**src/rtl/ssp_pkg.sv**
```systemverilog
package ssp_pkg;
  typedef enum logic [1:0] {
    REG_CTRL = 2'd0,
    REG_TRIG = 2'd1,
    REG_DATA = 2'd2,
    REG_DIV  = 2'd3
  } reg_addr_e;

  localparam int CTL_TXEN   = 0;
  localparam int CTL_RXEN   = 1;
  localparam int CTL_MASTER = 2;
  localparam int CTL_POLPOS = 3;

  localparam int TRG_TX = 0;
  localparam int TRG_RX = 1;
endpackage

```
**src/rtl/ssp_clkgen.sv**
```systemverilog
module ssp_clkgen #(
  parameter int FRAME_BITS = 8,
  parameter int DIV_W      = 8
) (
  input  logic             clk,
  input  logic             rst_n,
  input  logic             start,
  input  logic [DIV_W-1:0] div,
  output logic             sclk_o,
  output logic             rise_o,
  output logic             fall_o
);
  localparam int HALVES = 2 * FRAME_BITS;
  localparam int HW     = $clog2(HALVES);
  localparam logic [HW-1:0] H_LAST = HW'(HALVES - 1);

  logic             run_q, run_n;
  logic             sclk_q, sclk_n;
  logic [DIV_W-1:0] dcnt_q, dcnt_n;
  logic [HW-1:0]    hcnt_q, hcnt_n;
  logic             tick;

  assign tick   = run_q && (dcnt_q == div);
  assign rise_o = tick && !sclk_q;
  assign fall_o = tick && sclk_q;
  assign sclk_o = sclk_q;

  always_comb begin
    run_n  = run_q;
    sclk_n = sclk_q;
    dcnt_n = dcnt_q;
    hcnt_n = hcnt_q;
    if (start) begin
      run_n  = 1'b1;
      sclk_n = 1'b1;
      dcnt_n = '0;
      hcnt_n = '0;
    end else if (run_q) begin
      if (tick) begin
        dcnt_n = '0;
        sclk_n = !sclk_q;
        if (hcnt_q == H_LAST) begin
          run_n  = 1'b0;
          hcnt_n = '0;
        end else begin
          hcnt_n = hcnt_q + 1'b1;
        end
      end else begin
        dcnt_n = dcnt_q + 1'b1;
      end
    end
  end

  always_ff @(posedge clk or negedge rst_n) begin
    if (!rst_n) begin
      run_q  <= 1'b0;
      sclk_q <= 1'b1;
      dcnt_q <= '0;
      hcnt_q <= '0;
    end else begin
      run_q  <= run_n;
      sclk_q <= sclk_n;
      dcnt_q <= dcnt_n;
      hcnt_q <= hcnt_n;
    end
  end
endmodule

```
**src/rtl/ssp_edge_sync.sv**
```systemverilog
module ssp_edge_sync (
  input  logic clk,
  input  logic rst_n,
  input  logic sclk_i,
  output logic rise_o,
  output logic fall_o
);
  logic [2:0] stg_q;

  always_ff @(posedge clk or negedge rst_n) begin
    if (!rst_n) stg_q <= 3'b111;
    else        stg_q <= {stg_q[1:0], sclk_i};
  end

  assign rise_o = stg_q[1] && !stg_q[2];
  assign fall_o = !stg_q[1] && stg_q[2];
endmodule

```
**src/rtl/ssp_shifter.sv**
```systemverilog
module ssp_shifter #(
  parameter int FRAME_BITS = 8
) (
  input  logic                  clk,
  input  logic                  rst_n,
  input  logic                  start,
  input  logic [FRAME_BITS-1:0] load,
  input  logic                  rise,
  input  logic                  fall,
  input  logic                  sdi,
  output logic                  sdo_o,
  output logic [FRAME_BITS-1:0] rx_word_o,
  output logic                  done_o
);
  localparam int CW = $clog2(FRAME_BITS);
  localparam logic [CW-1:0] C_LAST = CW'(FRAME_BITS - 1);

  logic [FRAME_BITS-1:0] tx_q, tx_n, rx_q, rx_n;
  logic [CW-1:0]         cnt_q, cnt_n;
  logic                  act_q, act_n, done_q, done_n;

  always_comb begin
    tx_n   = tx_q;
    rx_n   = rx_q;
    cnt_n  = cnt_q;
    act_n  = act_q;
    done_n = 1'b0;
    if (start) begin
      tx_n  = load;
      cnt_n = '0;
      act_n = 1'b1;
    end else if (act_q) begin
      if (fall && (cnt_q != '0)) tx_n = tx_q >> 1;
      if (rise) begin
        rx_n = {sdi, rx_q[FRAME_BITS-1:1]};
        if (cnt_q == C_LAST) begin
          act_n  = 1'b0;
          done_n = 1'b1;
        end else begin
          cnt_n = cnt_q + 1'b1;
        end
      end
    end
  end

  always_ff @(posedge clk or negedge rst_n) begin
    if (!rst_n) begin
      tx_q   <= '0;
      rx_q   <= '0;
      cnt_q  <= '0;
      act_q  <= 1'b0;
      done_q <= 1'b0;
    end else begin
      tx_q   <= tx_n;
      rx_q   <= rx_n;
      cnt_q  <= cnt_n;
      act_q  <= act_n;
      done_q <= done_n;
    end
  end

  assign sdo_o     = tx_q[0];
  assign rx_word_o = rx_q;
  assign done_o    = done_q;
endmodule

```
**src/rtl/sync_serial_port.sv**
```systemverilog
module sync_serial_port
  import ssp_pkg::*;
#(
  parameter int FRAME_BITS = 8,
  parameter int DIV_W      = 8,
  parameter int BUS_W      = 8
) (
  input  logic             clk,
  input  logic             rst_n,
  input  logic             reg_wr,
  input  logic [1:0]       reg_addr,
  input  logic [BUS_W-1:0] reg_wdata,
  output logic [BUS_W-1:0] reg_rdata,
  output logic             irq,
  output logic             sclk_o,
  output logic             sclk_oe,
  input  logic             sclk_i,
  output logic             sdo,
  input  logic             sdi,
  output logic             rdy_o,
  output logic             rdy_oe
);
  // reset: asserted asynchronously, released on a clock edge
  logic [1:0] rst_sync_q;
  logic       rst_q_n;

  always_ff @(posedge clk or negedge rst_n) begin
    if (!rst_n) rst_sync_q <= 2'b00;
    else        rst_sync_q <= {rst_sync_q[0], 1'b1};
  end
  assign rst_q_n = rst_sync_q[1];

  logic                  tx_en_q, tx_en_n, rx_en_q, rx_en_n;
  logic                  master_q, master_n, pol_q, pol_n;
  logic [DIV_W-1:0]      div_q, div_n;
  logic [FRAME_BITS-1:0] data_q, data_n;
  logic                  tx_busy_q, tx_busy_n, rx_busy_q, rx_busy_n;
  logic                  irq_q, irq_n;
  logic                  seen_q, seen_n;

  logic wr_ctrl, wr_trig, wr_data, wr_div;
  logic xfer_active, tx_go, rx_go, start;
  logic gen_rise, gen_fall, gen_sclk, ext_rise, ext_fall;
  logic sh_rise, sh_fall, sh_done, sh_sdo, first_edge, rdy_active;
  logic [FRAME_BITS-1:0] sh_rx;

  assign wr_ctrl = reg_wr && (reg_addr_e'(reg_addr) == REG_CTRL);
  assign wr_trig = reg_wr && (reg_addr_e'(reg_addr) == REG_TRIG);
  assign wr_data = reg_wr && (reg_addr_e'(reg_addr) == REG_DATA);
  assign wr_div  = reg_wr && (reg_addr_e'(reg_addr) == REG_DIV);

  assign xfer_active = tx_busy_q || rx_busy_q;
  assign tx_go = wr_trig && reg_wdata[TRG_TX] && tx_en_q && !xfer_active;
  assign rx_go = wr_trig && reg_wdata[TRG_RX] && rx_en_q && !xfer_active;
  assign start = tx_go || rx_go;

  ssp_clkgen #(.FRAME_BITS(FRAME_BITS), .DIV_W(DIV_W)) u_clkgen (
    .clk(clk), .rst_n(rst_q_n), .start(start && master_q), .div(div_q),
    .sclk_o(gen_sclk), .rise_o(gen_rise), .fall_o(gen_fall)
  );

  ssp_edge_sync u_sync (
    .clk(clk), .rst_n(rst_q_n), .sclk_i(sclk_i),
    .rise_o(ext_rise), .fall_o(ext_fall)
  );

  assign sh_rise = master_q ? gen_rise : ext_rise;
  assign sh_fall = master_q ? gen_fall : ext_fall;

  ssp_shifter #(.FRAME_BITS(FRAME_BITS)) u_shift (
    .clk(clk), .rst_n(rst_q_n), .start(start), .load(data_q),
    .rise(sh_rise), .fall(sh_fall), .sdi(sdi),
    .sdo_o(sh_sdo), .rx_word_o(sh_rx), .done_o(sh_done)
  );

  assign first_edge = pol_q ? sh_rise : sh_fall;

  always_comb begin
    tx_en_n   = tx_en_q;
    rx_en_n   = rx_en_q;
    master_n  = master_q;
    pol_n     = pol_q;
    div_n     = div_q;
    data_n    = data_q;
    tx_busy_n = tx_busy_q;
    rx_busy_n = rx_busy_q;
    seen_n    = seen_q;
    irq_n     = sh_done;
    if (wr_ctrl) begin
      tx_en_n  = reg_wdata[CTL_TXEN];
      rx_en_n  = reg_wdata[CTL_RXEN];
      master_n = reg_wdata[CTL_MASTER];
      pol_n    = reg_wdata[CTL_POLPOS];
    end
    if (wr_div) div_n = reg_wdata[DIV_W-1:0];
    if (wr_data && !xfer_active) data_n = reg_wdata[FRAME_BITS-1:0];
    if (start) begin
      tx_busy_n = tx_go;
      rx_busy_n = rx_go;
      seen_n    = 1'b0;
    end else if (sh_done) begin
      tx_busy_n = 1'b0;
      rx_busy_n = 1'b0;
      if (rx_busy_q) data_n = sh_rx;
    end else if (xfer_active && first_edge) begin
      seen_n = 1'b1;
    end
  end

  always_ff @(posedge clk or negedge rst_q_n) begin
    if (!rst_q_n) begin
      tx_en_q   <= 1'b0;
      rx_en_q   <= 1'b0;
      master_q  <= 1'b0;
      pol_q     <= 1'b0;
      div_q     <= '0;
      data_q    <= '0;
      tx_busy_q <= 1'b0;
      rx_busy_q <= 1'b0;
      irq_q     <= 1'b0;
      seen_q    <= 1'b0;
    end else begin
      tx_en_q   <= tx_en_n;
      rx_en_q   <= rx_en_n;
      master_q  <= master_n;
      pol_q     <= pol_n;
      div_q     <= div_n;
      data_q    <= data_n;
      tx_busy_q <= tx_busy_n;
      rx_busy_q <= rx_busy_n;
      irq_q     <= irq_n;
      seen_q    <= seen_n;
    end
  end

  always_comb begin
    reg_rdata = '0;
    case (reg_addr_e'(reg_addr))
      REG_CTRL: begin
        reg_rdata[CTL_TXEN]   = tx_en_q;
        reg_rdata[CTL_RXEN]   = rx_en_q;
        reg_rdata[CTL_MASTER] = master_q;
        reg_rdata[CTL_POLPOS] = pol_q;
      end
      REG_TRIG: begin
        reg_rdata[TRG_TX] = tx_busy_q;
        reg_rdata[TRG_RX] = rx_busy_q;
      end
      REG_DATA: reg_rdata[FRAME_BITS-1:0] = data_q;
      default:  reg_rdata[DIV_W-1:0] = div_q;
    endcase
  end

  assign rdy_active = !master_q && xfer_active && !seen_q;
  assign rdy_o      = master_q ? 1'b0 : (pol_q ? rdy_active : !rdy_active);
  assign rdy_oe     = !master_q;
  assign sclk_o     = gen_sclk;
  assign sclk_oe    = master_q;
  assign sdo        = tx_busy_q ? sh_sdo : 1'b1;
  assign irq        = irq_q;
endmodule

```
**config.mk**
```make
export PLATFORM = sky130hd
export DESIGN_NAME = sync_serial_port
export DESIGN_NICKNAME = d
export VERILOG_FILES = /design/src/rtl/ssp_pkg.sv /design/src/rtl/ssp_clkgen.sv /design/src/rtl/ssp_edge_sync.sv /design/src/rtl/ssp_shifter.sv /design/src/rtl/sync_serial_port.sv
export SDC_FILE = /design/constraint.sdc
export NUM_CORES = 1
export LEC_CHECK = 0
export ABC_AREA = 1
export CAP_MARGIN = 20
export CORE_ASPECT_RATIO = 0.75
export CORE_UTILIZATION = 55
export CTS_CLUSTER_DIAMETER = 40
export DETAILED_ROUTE_END_ITERATION = 8
export DONT_BUFFER_PORTS = 1
export PLACE_DENSITY = 0.75
export SLEW_MARGIN = 20
export SYNTH_ARGS = -nofsm -noshare
export SYNTH_HDL_FRONTEND = slang
export SYNTH_SLANG_ARGS = --single-unit
export TNS_END_PERCENT = 30
```
**constraint.sdc**
```tcl
create_clock -name clk -period 2.88 [get_ports clk]
set_clock_uncertainty 0.1 [all_clocks]
set_input_delay 0.576 -clock clk [delete_from_list [all_inputs] [get_ports clk]]
set_output_delay 0.576 -clock clk [all_outputs]
set_load 0.005 [all_outputs]
```
==> Flow_metrics.wiki, run 1 <==
{| class="wikitable"
! Metric !! Value
|-
| Main combinational cell family by area after synthesis || simple AND/OR/NAND/NOR gates
|-
| Transition time of the tightest slew-check pin || 0.602 ns
|-
| Hold Violations, Final || 0
|-
| Portion of the clock cycle consumed by the worst path in the final layout || 0.712
|-
| Tightest slew margin relative to the limit || 0.599
|-
| Cell row count || 24
|-
| Flip-flop and latch count after synthesis || 64
|-
| CP cell instances || inv_1, nor2_2, inv_1, o221ai_1
|-
| Total count of max-transition violations in the final report || 0
|-
| Final std cells w/o fill || 499
|-
| Area grow syn2layout || 7.74%
|-
| Power Dens Cells || 878 nW/um^2
|-
| Critical path capture point type || output pin
|-
| Dominant register cell in the synthesized netlist || dfrtp_1
|-
| Number of buffers added by the clock tree synthesis step || 9
|-
| Resized Gates After CTS || 0
|-
| Die Height || 69.2 um
|-
| Critical Path Source || reg_addr[1]
|-
| Cell Count Post-Placement || 483
|-
| Area inside the core boundary || 5800 sq um
|-
| Combined buffer and inverter count along the critical path || 2
|-
| Slowest CP cell || o221ai_1
|-
| Slowest stage delay, CP || 0.32 ns
|-
| CTS tree || done
|-
| Post-Syn Area per Cell || 8.08 sq um
|-
| Clk_lat worst skew || 0.34 ns
|-
| Share of post-route cells with drive strength above 1 || 0.131
|-
| Post-route cell area || 3570 sq um
|-
| Congestion Overflow GR || 0
|-
| Final net count || 437
|-
| Proportion of netlist area held by the largest area contributor || 0.453
|-
| Drt total wl || 7110 um
|-
| First-pass GRT wire length || 12300 um
|-
| Number of remaining DRC errors || 0
|-
| Leakage power summed over all cells || 0.00181 uW
|-
| Pin count of the biggest net entering global routing || 29
|-
| Startpoint of the tightest hold check path || sclk_i
|-
| Total iterations of the first detailed-routing run || 5
|-
| Run status || completed
|-
| Max-cap violations || 0
|-
| Delay-heaviest family, CP || compound AO/OA/AOI/OAI gates
|-
| Die Span X || 91.6 um
|-
| Source of the worst register-to-register timing path || rx_busy_q
|-
| Post-DP Area || 3380 sq um
|-
| Vias in the first global route || 2583
|-
| Complex-gate fraction of the synthesized area || 0.126
|-
| Sort of element at the start of the critical path || input port
|-
| Largest area contributor in the netlist || dfrtp_1
|-
| Number of diodes added for antenna fixing || 0
|-
| Detailed-route via count || 2701
|-
| Crit path time final || 2.05 ns
|-
| Routability Congestion || 0.947
|-
| Netlist Area Pre-Place || 3310 sq um
|-
| Number of enable flip-flop cells after synthesis || 0
|-
| Total power consumption of the routed design || 3130 uW
|-
| Final core utilization || 0.616
|-
| Half-perimeter wire length after placement || 5420 um
|-
| Xor/xnor cell area share of the yosys netlist || 0.0159
|-
| Average wire per standard cell || 14.2 um
|-
| Setup tns final || 0 ns
|-
| Data arrival time of the worst path || 1.37 ns
|-
| Cell types with the largest area share after synthesis || dfrtp_1 45%, nand2_1 13%, o21ai_0 7.3%, inv_1 6.6%, nand3_1 4.1%
|-
| Simple-Gate Fraction of Synth Area || 0.269
|-
| Worst min-delay path class || in -> reg
|-
| Maximum clock frequency || 488 MHz
|-
| Count of input and output buffers || 0
|-
| ANT nets after route || 0
|-
| Synth async-reset ratio || 1.00
|-
| Most prevalent standard cell on the critical path || inv_1
|-
| Starting DRC count in detailed routing || 175
|-
| Filler cells || 513
|-
| Yosys synthesis warning count || 0
|-
| Final setup violation count || 0
|-
| Post-synthesis cell type count || 35
|-
| Detailed-route vias per instance || 5.41
|-
| Mux share of post-synthesis cell area || 0
|-
| Level count of the clock H-tree || 3
|-
| Kind of critical path || in -> out
|-
| Crit path required time || 2.20 ns
|-
| Number of antenna violations at the first check in global routing || 0
|-
| Worst IR drop on VDD || 393 uV
|-
| Fraction of the mapped netlist area in adder cells || 0.0189
|-
| Count of clock tree sinks || 64
|-
| Initial cell density of the core || 0.571
|-
| Post-Synthesis Net Count || 430
|-
| Area enclosed by the die boundary || 6340 sq um
|-
| Maximum number of buffers from clock root to sink || 2
|-
| Num ports || 29
|-
| Clock root buffer master || clkbuf_8
|-
| GRT Util Overall || 0.252
|-
| Unrepaired setup endpoints after global routing || no
|-
| Highest net fanout along the worst path || 8
|-
| Cells after Synth || 410
|-
| Sequential share of the synthesized area || 0.485
|-
| Post-CTS clock slew at the launch and capture registers of the worst setup and hold paths || 0.06 ns
|}
==> cells by family after synthesis <==
family,after synthesis
simple gates,193
compound gates,72
buf+inv,69
flops,64
xor+xnor,6
fa+ha+maj,5
other cells,1
==> sequential cells by signal (all words and copies together) (netlist names) <==
| register | count |
|---|---|
| tx_en_q | 1 |
| u_clkgen.hcnt_q | 4 |
| u_shift.rx_word_o | 8 |
| u_clkgen.sclk_o | 1 |
| u_shift.cnt_q | 3 |
| u_clkgen.run_q | 1 |
| rx_en_q | 1 |
| rx_busy_q | 1 |
| u_shift.act_q | 1 |
| irq | 1 |
| u_clkgen.dcnt_q | 8 |
| seen_q | 1 |
| data_q | 8 |
| u_shift.done_o | 1 |
| pol_q | 1 |
| div_q | 8 |
| sclk_oe | 1 |
| u_shift.tx_q | 8 |
| u_sync.stg_q | 3 |
| rst_sync_q | 2 |
| tx_busy_q | 1 |
==> cell usage after synthesis (5+ instances only) <==
master,number
ha_1,5
a21oi_1,6
o21ai_0,48
nand2_2,6
nor2_1,21
nand2_1,116
inv_1,58
dfrtp_1,60
nand3_1,27
o21ai_2,8
nor2_2,5
xor2_1,6
==> cell usage in the layout (no fill, tap or decap), drive strengths merged, types with 6 or more instances in the layout <==
cell	instances
inv	62
nor2	29
dfrtp	60
o21ai	56
nand4	6
nand3	30
a21oi	7
xor2	6
clkbuf	15
nand2	124
==> report_power, final <==
part	switching (uW)	internal [uW]
Combinational	597	365
Clock	320	380
Sequential	269	1200
==> cell type report <==
class	instances	area [sq um]	share of cell area
flip-flops and latches	64	1610	0.451
multi-input cells	277	1430	0.400
inverters	62	233	0.0652
clock buffers	15	176	0.0494
well taps	78	97.6	0.0273
repair buffers	3	25.0	0.00701
==> worst paths after layout <==
path | end | slack (ns) | cells past startpoint
worst max-delay path | reg_rdata[3] | 0.83 | 4
worst min-delay path | u_sync.stg_q[0] | 0.13 | 0
worst max register to register | u_shift.rx_word_o[7] | 0.92 | 7
worst min register to register | div_q[7] | 0.18 | 0
max in group asynchronous | u_sync.stg_q[2] | 1.78 | 1
min in group asynchronous | div_q[7] | 0.18 | 0
==> per-layer routing <==
metal / vias up / share of wire / global-route usage
met2: 88 / 0.41 / 0.358
li1: 1322 / - / -
met1: 1284 / 0.49 / 0.364
met3: 7 / 0.086 / 0.102
met5: - / 0 / 0
met4: 0 / 0.0087 / 0.0564
==> metrics by stage <==
step	worst slack, ns	hold slack [ns]
floorplan	0.873	0.180
global placement	0.930	0.180
detailed placement	0.865	0.180
CTS	0.799	0.112
global route	0.696	0.112
finish	0.831	0.132
==> timing repair <==
action,4_1_cts,5_1_grt
endpoints found under the setup margin,0,0
endpoints found under the hold margin,2,0
hold buffers,1,0
setup buffers,0,0
==> worst reg2reg max path, stage by stage (launching register included) <==
cell and delay (ns):
dfrtp_1 0.42, nor2_2 0.30, nand4_2 0.20, nand2_4 0.22
inv_2 0.19, nand3_4 0.28, nand2_1 0.11, o21ai_2 0.07
Note: power is estimated with default switching activity, not from simulation.
==> run 2, diff against run 1 <==
- ABC_AREA: 1 -> 0
- clock period: 2.88 -> 1.9 ns (I/O delays scaled with it)
==> run 2 against run 1 <==
The run now ends with setup timing left. Clock power is 60% higher. Largest power group unchanged. Sequential share of layout area decreased by 6.1 points. Cell count shrank 12%. Utilization increased by 13 points.
==> Flow_metrics.wiki, run 2 <==
{| class="wikitable"
! Metric !! Value
|-
| Run status || finished, violations left
|-
| Failing checks || setup timing
|-
| End of the worst register-to-register path || u_shift.rx_word_o[5]
|-
| Minimum hold slack || 0.0364 ns
|-
| Vias in the first global route || 2640
|-
| Met3 layer wire length in the routed design || 393 um
|-
| Multi-input combinational cell area || 1760 sq um
|-
| Setup slack, reg-to-reg || -0.30 ns
|-
| GRT Util Overall || 0.284
|-
| Final net count || 381
|-
| Post-Synthesis Net Count || 328
|-
| Number of antenna violations at the first check in global routing || 0
|-
| Initial cell density of the core || 0.592
|-
| Most common cell after layout, fill and taps aside || dfrtp_1
|-
| Highest layer used for signal routing || met4
|-
| Total iterations of the first detailed-routing run || 4
|-
| First-pass GRT wire length || 13100 um
|-
| Max-cap violations || 0
|-
| Met1 routed wirelength after detailed routing || 3750 um
|-
| Detailed-route vias per instance || 5.85
|-
| Die Height || 68.8 um
|-
| Starting DRC count in detailed routing || 169
|-
| Sequential share of the synthesized area || 0.491
|-
| Dominant register cell in the synthesized netlist || dfrtp_1
|-
| Crit path time final || 2.20 ns
|-
| Count of input and output buffers || 0
|-
| Data arrival time of the worst path || 2.34 ns
|-
| Num ports || 29
|-
| Total count of max-transition violations in the final report || 0
|-
| Detailed-route via count || 2578
|-
| Post-synthesis cell type count || 49
|-
| Yosys synthesis warning count || 0
|-
| Largest area contributor in the netlist || dfrtp_1
|-
| Final core utilization || 0.746
|-
| Count leader, synth || dfrtp_1
|-
| Post-Syn Area per Cell || 10.6 sq um
|-
| Share of post-route cells with drive strength above 1 || 0.369
|-
| Number of diodes added for antenna fixing || 0
|-
| Maximum number of buffers from clock root to sink || 2
|-
| Wire length on met2 || 3910 um
|-
| Leakage power summed over all cells || 0.00189 uW
|-
| Portion of the clock cycle consumed by the worst path in the final layout || 1.16
|-
| Count of clock tree sinks || 64
|-
| Filler cells || 390
|-
| Die Span X || 91.0 um
|-
| Maximum clock frequency || 455 MHz
|-
| Cell types with the highest counts after synthesis || 60 x dfrtp_1, 37 x nand2_1, 32 x nand3_1
|-
| Source of the worst register-to-register timing path || div_q[1]
|-
| Final worst setup slack || -0.299 ns
|-
| Final setup violation count || 22
|-
| Average wire per standard cell || 18.6 um
|-
| Commonest non-fill, non-tap cells in the layout || 59 x dfrtp_1, 45 x buf_4, 37 x nand2_1
|-
| Highest net fanout along the worst path || 9
|-
| Clk_lat worst skew || 0.35 ns
|-
| Number of remaining DRC errors || 0
|-
| Netlist Area Pre-Place || 3270 sq um
|-
| Drt total wl || 8200 um
|-
| Critical path capture point type || flop
|-
| Crit path required time || 2.04 ns
|-
| Post-CTS clock slew at the launch and capture registers of the worst setup and hold paths || 0.07 ns
|-
| Worst setup timing slack at the placement stage || -0.294 ns
|-
| Cell row count || 23
|-
| Area enclosed by the die boundary || 6260 sq um
|-
| Proportion of netlist area held by the largest area contributor || 0.459
|-
| Worst min-delay path class || reg -> async
|-
| Power Dens Cells || 1330 nW/um^2
|-
| Unrepaired setup endpoints after global routing || yes
|-
| Area inside the core boundary || 5530 sq um
|-
| Number of enable flip-flop cells after synthesis || 0
|-
| Area grow syn2layout || 26.1%
|-
| Cells after Synth || 308
|-
| Number of buffers added by the clock tree synthesis step || 9
|-
| Level count of the clock H-tree || 3
|-
| Worst IR drop on VDD || 762 uV
|-
| Cell types with the largest area share after synthesis || dfrtp_1 46%, mux2_2 9.6%, nand3_1 4.9%, mux2i_1 4.6%, nand2_1 4.2%
|-
| Kind of critical path || reg -> reg
|-
| Pin count of the biggest net entering global routing || 30
|-
| Routability Congestion || 0.807
|-
| CTS tree || done
|-
| ANT nets after route || 0
|-
| Flip-flop and latch count after synthesis || 64
|-
| Sort of element at the start of the critical path || flop
|-
| Depth of the worst register-to-register path || 6
|-
| Hold Violations, Final || 0
|-
| Half-perimeter wire length after placement || 5540 um
|-
| Synth async-reset ratio || 1.00
|-
| Setup tns final || -3.39 ns
|-
| Clock root buffer master || clkbuf_8
|-
| Congestion Overflow GR || 0
|-
| Sequential cell area || 1610 sq um
|}
## run 2: cell count changes after synthesis, moves of 5 or more
cell	previous run	this run
mux2i_1	0	15
o21ai_2	8	0
mux2_2	0	28
nand2_1	116	37
clkbuf_1	3	10
nor2_2	5	0
nor2_1	21	16
nand2_2	6	0
nor2b_1	0	6
inv_1	58	8
nand3_1	27	32
o21ai_0	48	12
xnor2_1	0	10
## run 2: cell families (layout without fill, tap and decap cells)
family,after synthesis,count (layout),share of synthesized area
AND/OR/NAND/NOR,125,125,0.197
flip-flops,64,64,0.491
multiplexers,45,45,0.156
AO/OA/AOI/OAI,32,32,0.0670
buffers and inverters,20,78,0.0230
XOR/XNOR,16,16,0.0452
adder cells (fa/ha/maj),5,5,0.0191
other,1,1,0.00115
## run 2: worst max-delay path, stage by stage, from the launching register on
cell	delay (ns)
dfrtp_1	0.41
xnor2_2	0.21
nand4b_1	0.15
or4_4	0.46
a211oi_4	0.26
buf_12	0.17
mux2_2	0.33
## run 2: timing repair
| item | in CTS | in global routing |
|---|---|---|
| setup endpoints to repair | 23 | 36 |
| hold endpoints to repair | 3 | 0 |
| hold buffers | 2 | 0 |
| resized for setup | 27 | 13 |
| pin swaps | 15 | 5 |
| setup buffers | 4 | 6 |
| cloned | 0 | 1 |
## run 2: worst max-delay path by stage
stage,endpoint,from
5_1_grt,u_shift.rx_word_o[2],u_clkgen.dcnt_q[5]
3_5_place_dp,u_shift.rx_word_o[5],u_clkgen.dcnt_q[5]
2_1_floorplan,u_shift.rx_word_o[7],u_clkgen.dcnt_q[0]
4_1_cts,u_shift.rx_word_o[1],u_clkgen.dcnt_q[7]
3_3_place_gp,u_shift.rx_word_o[6],u_clkgen.dcnt_q[7]
6_report,u_shift.rx_word_o[5],div_q[1]
## run 2: cell type report
type                            count  share of cell area
Clock buffer                       12              0.0400
Sequential cell                    64               0.390
Tap cell                           75              0.0228
Multi-Input combinational cell    224               0.427
Inverter                            8             0.00728
Timing Repair Buffer               54               0.106
Clock inverter                      4             0.00667
## run 2: routing by layer
metal / up-vias / track usage
met5: - / 0
met4: 0 / 0.105
met3: 13 / 0.0779
met2: 85 / 0.470
met1: 1281 / 0.366
li1: 1199 / -
## run 2: per-stage QoR
stage               area (sq um)  cells  power [uW]
global placement            3650    414        3970
global route                4120    441        5820
finish                      4120    441        5490
floorplan                   3270    308        3300
detailed placement          3650    414        4060
CTS                         4030    436        5390
## run 2: report_power, final
group	internal [uW]	leakage [uW]	switching, uW	total (uW)
clock network	577	0.0000906	539	1120
logic	1120	0.00103	983	2100
registers	1830	0.000771	446	2280
==> run 3, diff against run 2 <==
- MAX_ROUTING_LAYER: not set -> met4
==> run 3 against run 2 <==
The run still ends with setup timing left. Critical endpoint is now seen_q. Clock power hardly changed. Global-route usage increased by 0.96 points. Largest power group unchanged. First-iteration DRC count grew 12%. Sequential power hardly changed.
==> Flow_metrics.wiki, run 3 (synthesis results as in run 2) <==
{| class="wikitable"
! Metric !! Value
|-
| Run status || finished, violations left
|-
| Failing checks || setup timing
|-
| Hold Violations, Final || 0
|-
| Number of diodes added for antenna fixing || 0
|-
| Minimum hold slack || 0.0358 ns
|-
| Pin count of the biggest net entering global routing || 30
|-
| Level count of the clock H-tree || 3
|-
| Max-cap violations || 0
|-
| Critical path capture point type || flop
|-
| Commonest non-fill, non-tap cells in the layout || 59 x dfrtp_1, 45 x buf_4, 37 x nand2_1
|-
| Total iterations of the first detailed-routing run || 4
|-
| Worst setup timing slack at the placement stage || -0.294 ns
|-
| Count of input and output buffers || 0
|-
| Number of remaining DRC errors || 0
|-
| Starting DRC count in detailed routing || 189
|-
| ANT nets after route || 0
|-
| Final setup violation count || 21
|-
| Crit path time final || 2.20 ns
|-
| Post-DP Area || 3650 sq um
|-
| Tightest slew margin relative to the limit || 0.648
|-
| Internal power || 3520 uW
|-
| Area inside the core boundary || 5530 sq um
|-
| Total count of max-transition violations in the final report || 0
|-
| Final worst setup slack || -0.295 ns
|-
| Setup slack, reg-to-reg || -0.30 ns
|-
| Leakage power summed over all cells || 0.00188 uW
|-
| Transition time of the tightest slew-check pin || 0.524 ns
|-
| Power Dens Cells || 1330 nW/um^2
|-
| First-pass GRT wire length || 13100 um
|-
| Num ports || 29
|-
| Die Span X || 91.0 um
|-
| Congestion Overflow GR || 0
|-
| Most common cell after layout, fill and taps aside || dfrtp_1
|-
| Number of buffers added by the clock tree synthesis step || 9
|-
| Post-route cell area || 4110 sq um
|-
| Vias in the first global route || 2628
|-
| Sort of element at the start of the critical path || flop
|-
| Share of power burned in the clock network || 0.203
|-
| Final std cells w/o fill || 440
|-
| Worst min-delay path class || reg -> async
|-
| Unrepaired setup endpoints after global routing || yes
|-
| Data arrival time of the worst path || 2.33 ns
|-
| Final net count || 380
|-
| Routability Congestion || 0.819
|-
| Clock root buffer master || clkbuf_8
|-
| Count of clock tree sinks || 64
|-
| Clk_lat worst skew || 0.35 ns
|-
| Crit path required time || 2.03 ns
|-
| CTS tree || done
|-
| GRT Util Overall || 0.293
|-
| Die Height || 68.8 um
|-
| Detailed-route vias per instance || 5.76
|-
| Sequential group share of total power || 0.415
|-
| Detailed-route via count || 2534
|-
| Cell row count || 23
|-
| Maximum number of buffers from clock root to sink || 2
|-
| Portion of the clock cycle consumed by the worst path in the final layout || 1.16
|-
| Area enclosed by the die boundary || 6260 sq um
|-
| Number of antenna violations at the first check in global routing || 0
|-
| Half-perimeter wire length after placement || 5540 um
|-
| Share of post-route cells with drive strength above 1 || 0.367
|-
| Average wire per standard cell || 18.3 um
|-
| Part of the power in combinational logic || 0.382
|-
| Post-CTS clock slew at the launch and capture registers of the worst setup and hold paths || 0.07 ns
|-
| Net switching fraction of the power || 0.356
|-
| Drt total wl || 8040 um
|-
| Area grow syn2layout || 25.8%
|-
| Kind of critical path || reg -> reg
|-
| Maximum clock frequency || 455 MHz
|-
| Sw power || 1950 uW
|-
| Worst IR drop on VDD || 740 uV
|-
| Initial cell density of the core || 0.592
|-
| Setup tns final || -2.89 ns
|-
| Cell Count Post-Placement || 414
|-
| Highest net fanout along the worst path || 2
|}
==> run 3: changes by cell type in the layout (fill, tap and decap cells not counted), sizes merged <==
cell,delta
buf,-1
==> run 3: final cells by class <==
class                   instances  area (sq um)
multi-input cells             224          1760
flip-flops and latches         64          1610
fillers                       399          1410
repair buffers                 53           428
clock buffers                  12           165
well taps                      75          93.8
inverters                       8          30.0
clock inverters                 4          27.5
==> run 3: final timing paths <==
kind | start | end | cells after the start
worst max register to register | u_clkgen.dcnt_q[5] | seen_q | 7
worst min-delay path | rst_sync_q[1] | u_clkgen.hcnt_q[1] | 0
max in group asynchronous | rst_sync_q[1] | u_clkgen.sclk_o | 1
worst min register to register | rst_sync_q[1] | u_clkgen.hcnt_q[1] | 0
worst max-delay path | u_clkgen.dcnt_q[5] | seen_q | 7
min in group clk | reg_wdata[0] | tx_busy_q | 2
==> run 3: metal layers <==
layer	vias to the layer above	track usage	wire length, um
met5	-	-	0
met4	0	0.101	67
met3	6	0.0757	437
met2	65	0.473	3890
met1	1269	0.369	3650
li1	1194	-	-
==> run 3: critical path, stage by stage, from the launching register on <==
cell and delay [ns]:
dfrtp_1 0.41, xnor2_2 0.18, nand3_2 0.10, or4_4 0.51
buf_4 0.15, buf_6 0.10, and3_2 0.20, o41ai_2 0.31
==> run 3: through the flow <==
stage / utilization / total power, uW
after floorplan: - / 3300
after global placement: 0.661 / 3970
after detailed placement: 0.661 / 4060
after CTS: 0.729 / 5390
after global routing: 0.744 / 5810
final: 0.744 / 5470
==> run 3: power by group through the flow <==
stage / sequential, uW / combinational (uW) / clock [uW]
6_report: 2270 / 2090 / 1110
5_1_grt: 2340 / 2290 / 1190
4_1_cts: 2240 / 2010 / 1130
3_5_place_dp: 2250 / 1800 / 0
3_3_place_gp: 2230 / 1740 / 0
2_1_floorplan: 2200 / 1110 / 0
==> run 3: timing repair <==
item / in CTS / in global routing
hold buffers: 2 / 0
gates cloned: 0 / 1
endpoints found under the hold margin: 3 / 0
endpoints found under the setup margin: 23 / 36
pin swaps: 15 / 5
buffers inserted: 4 / 6
gates resized for setup: 27 / 12
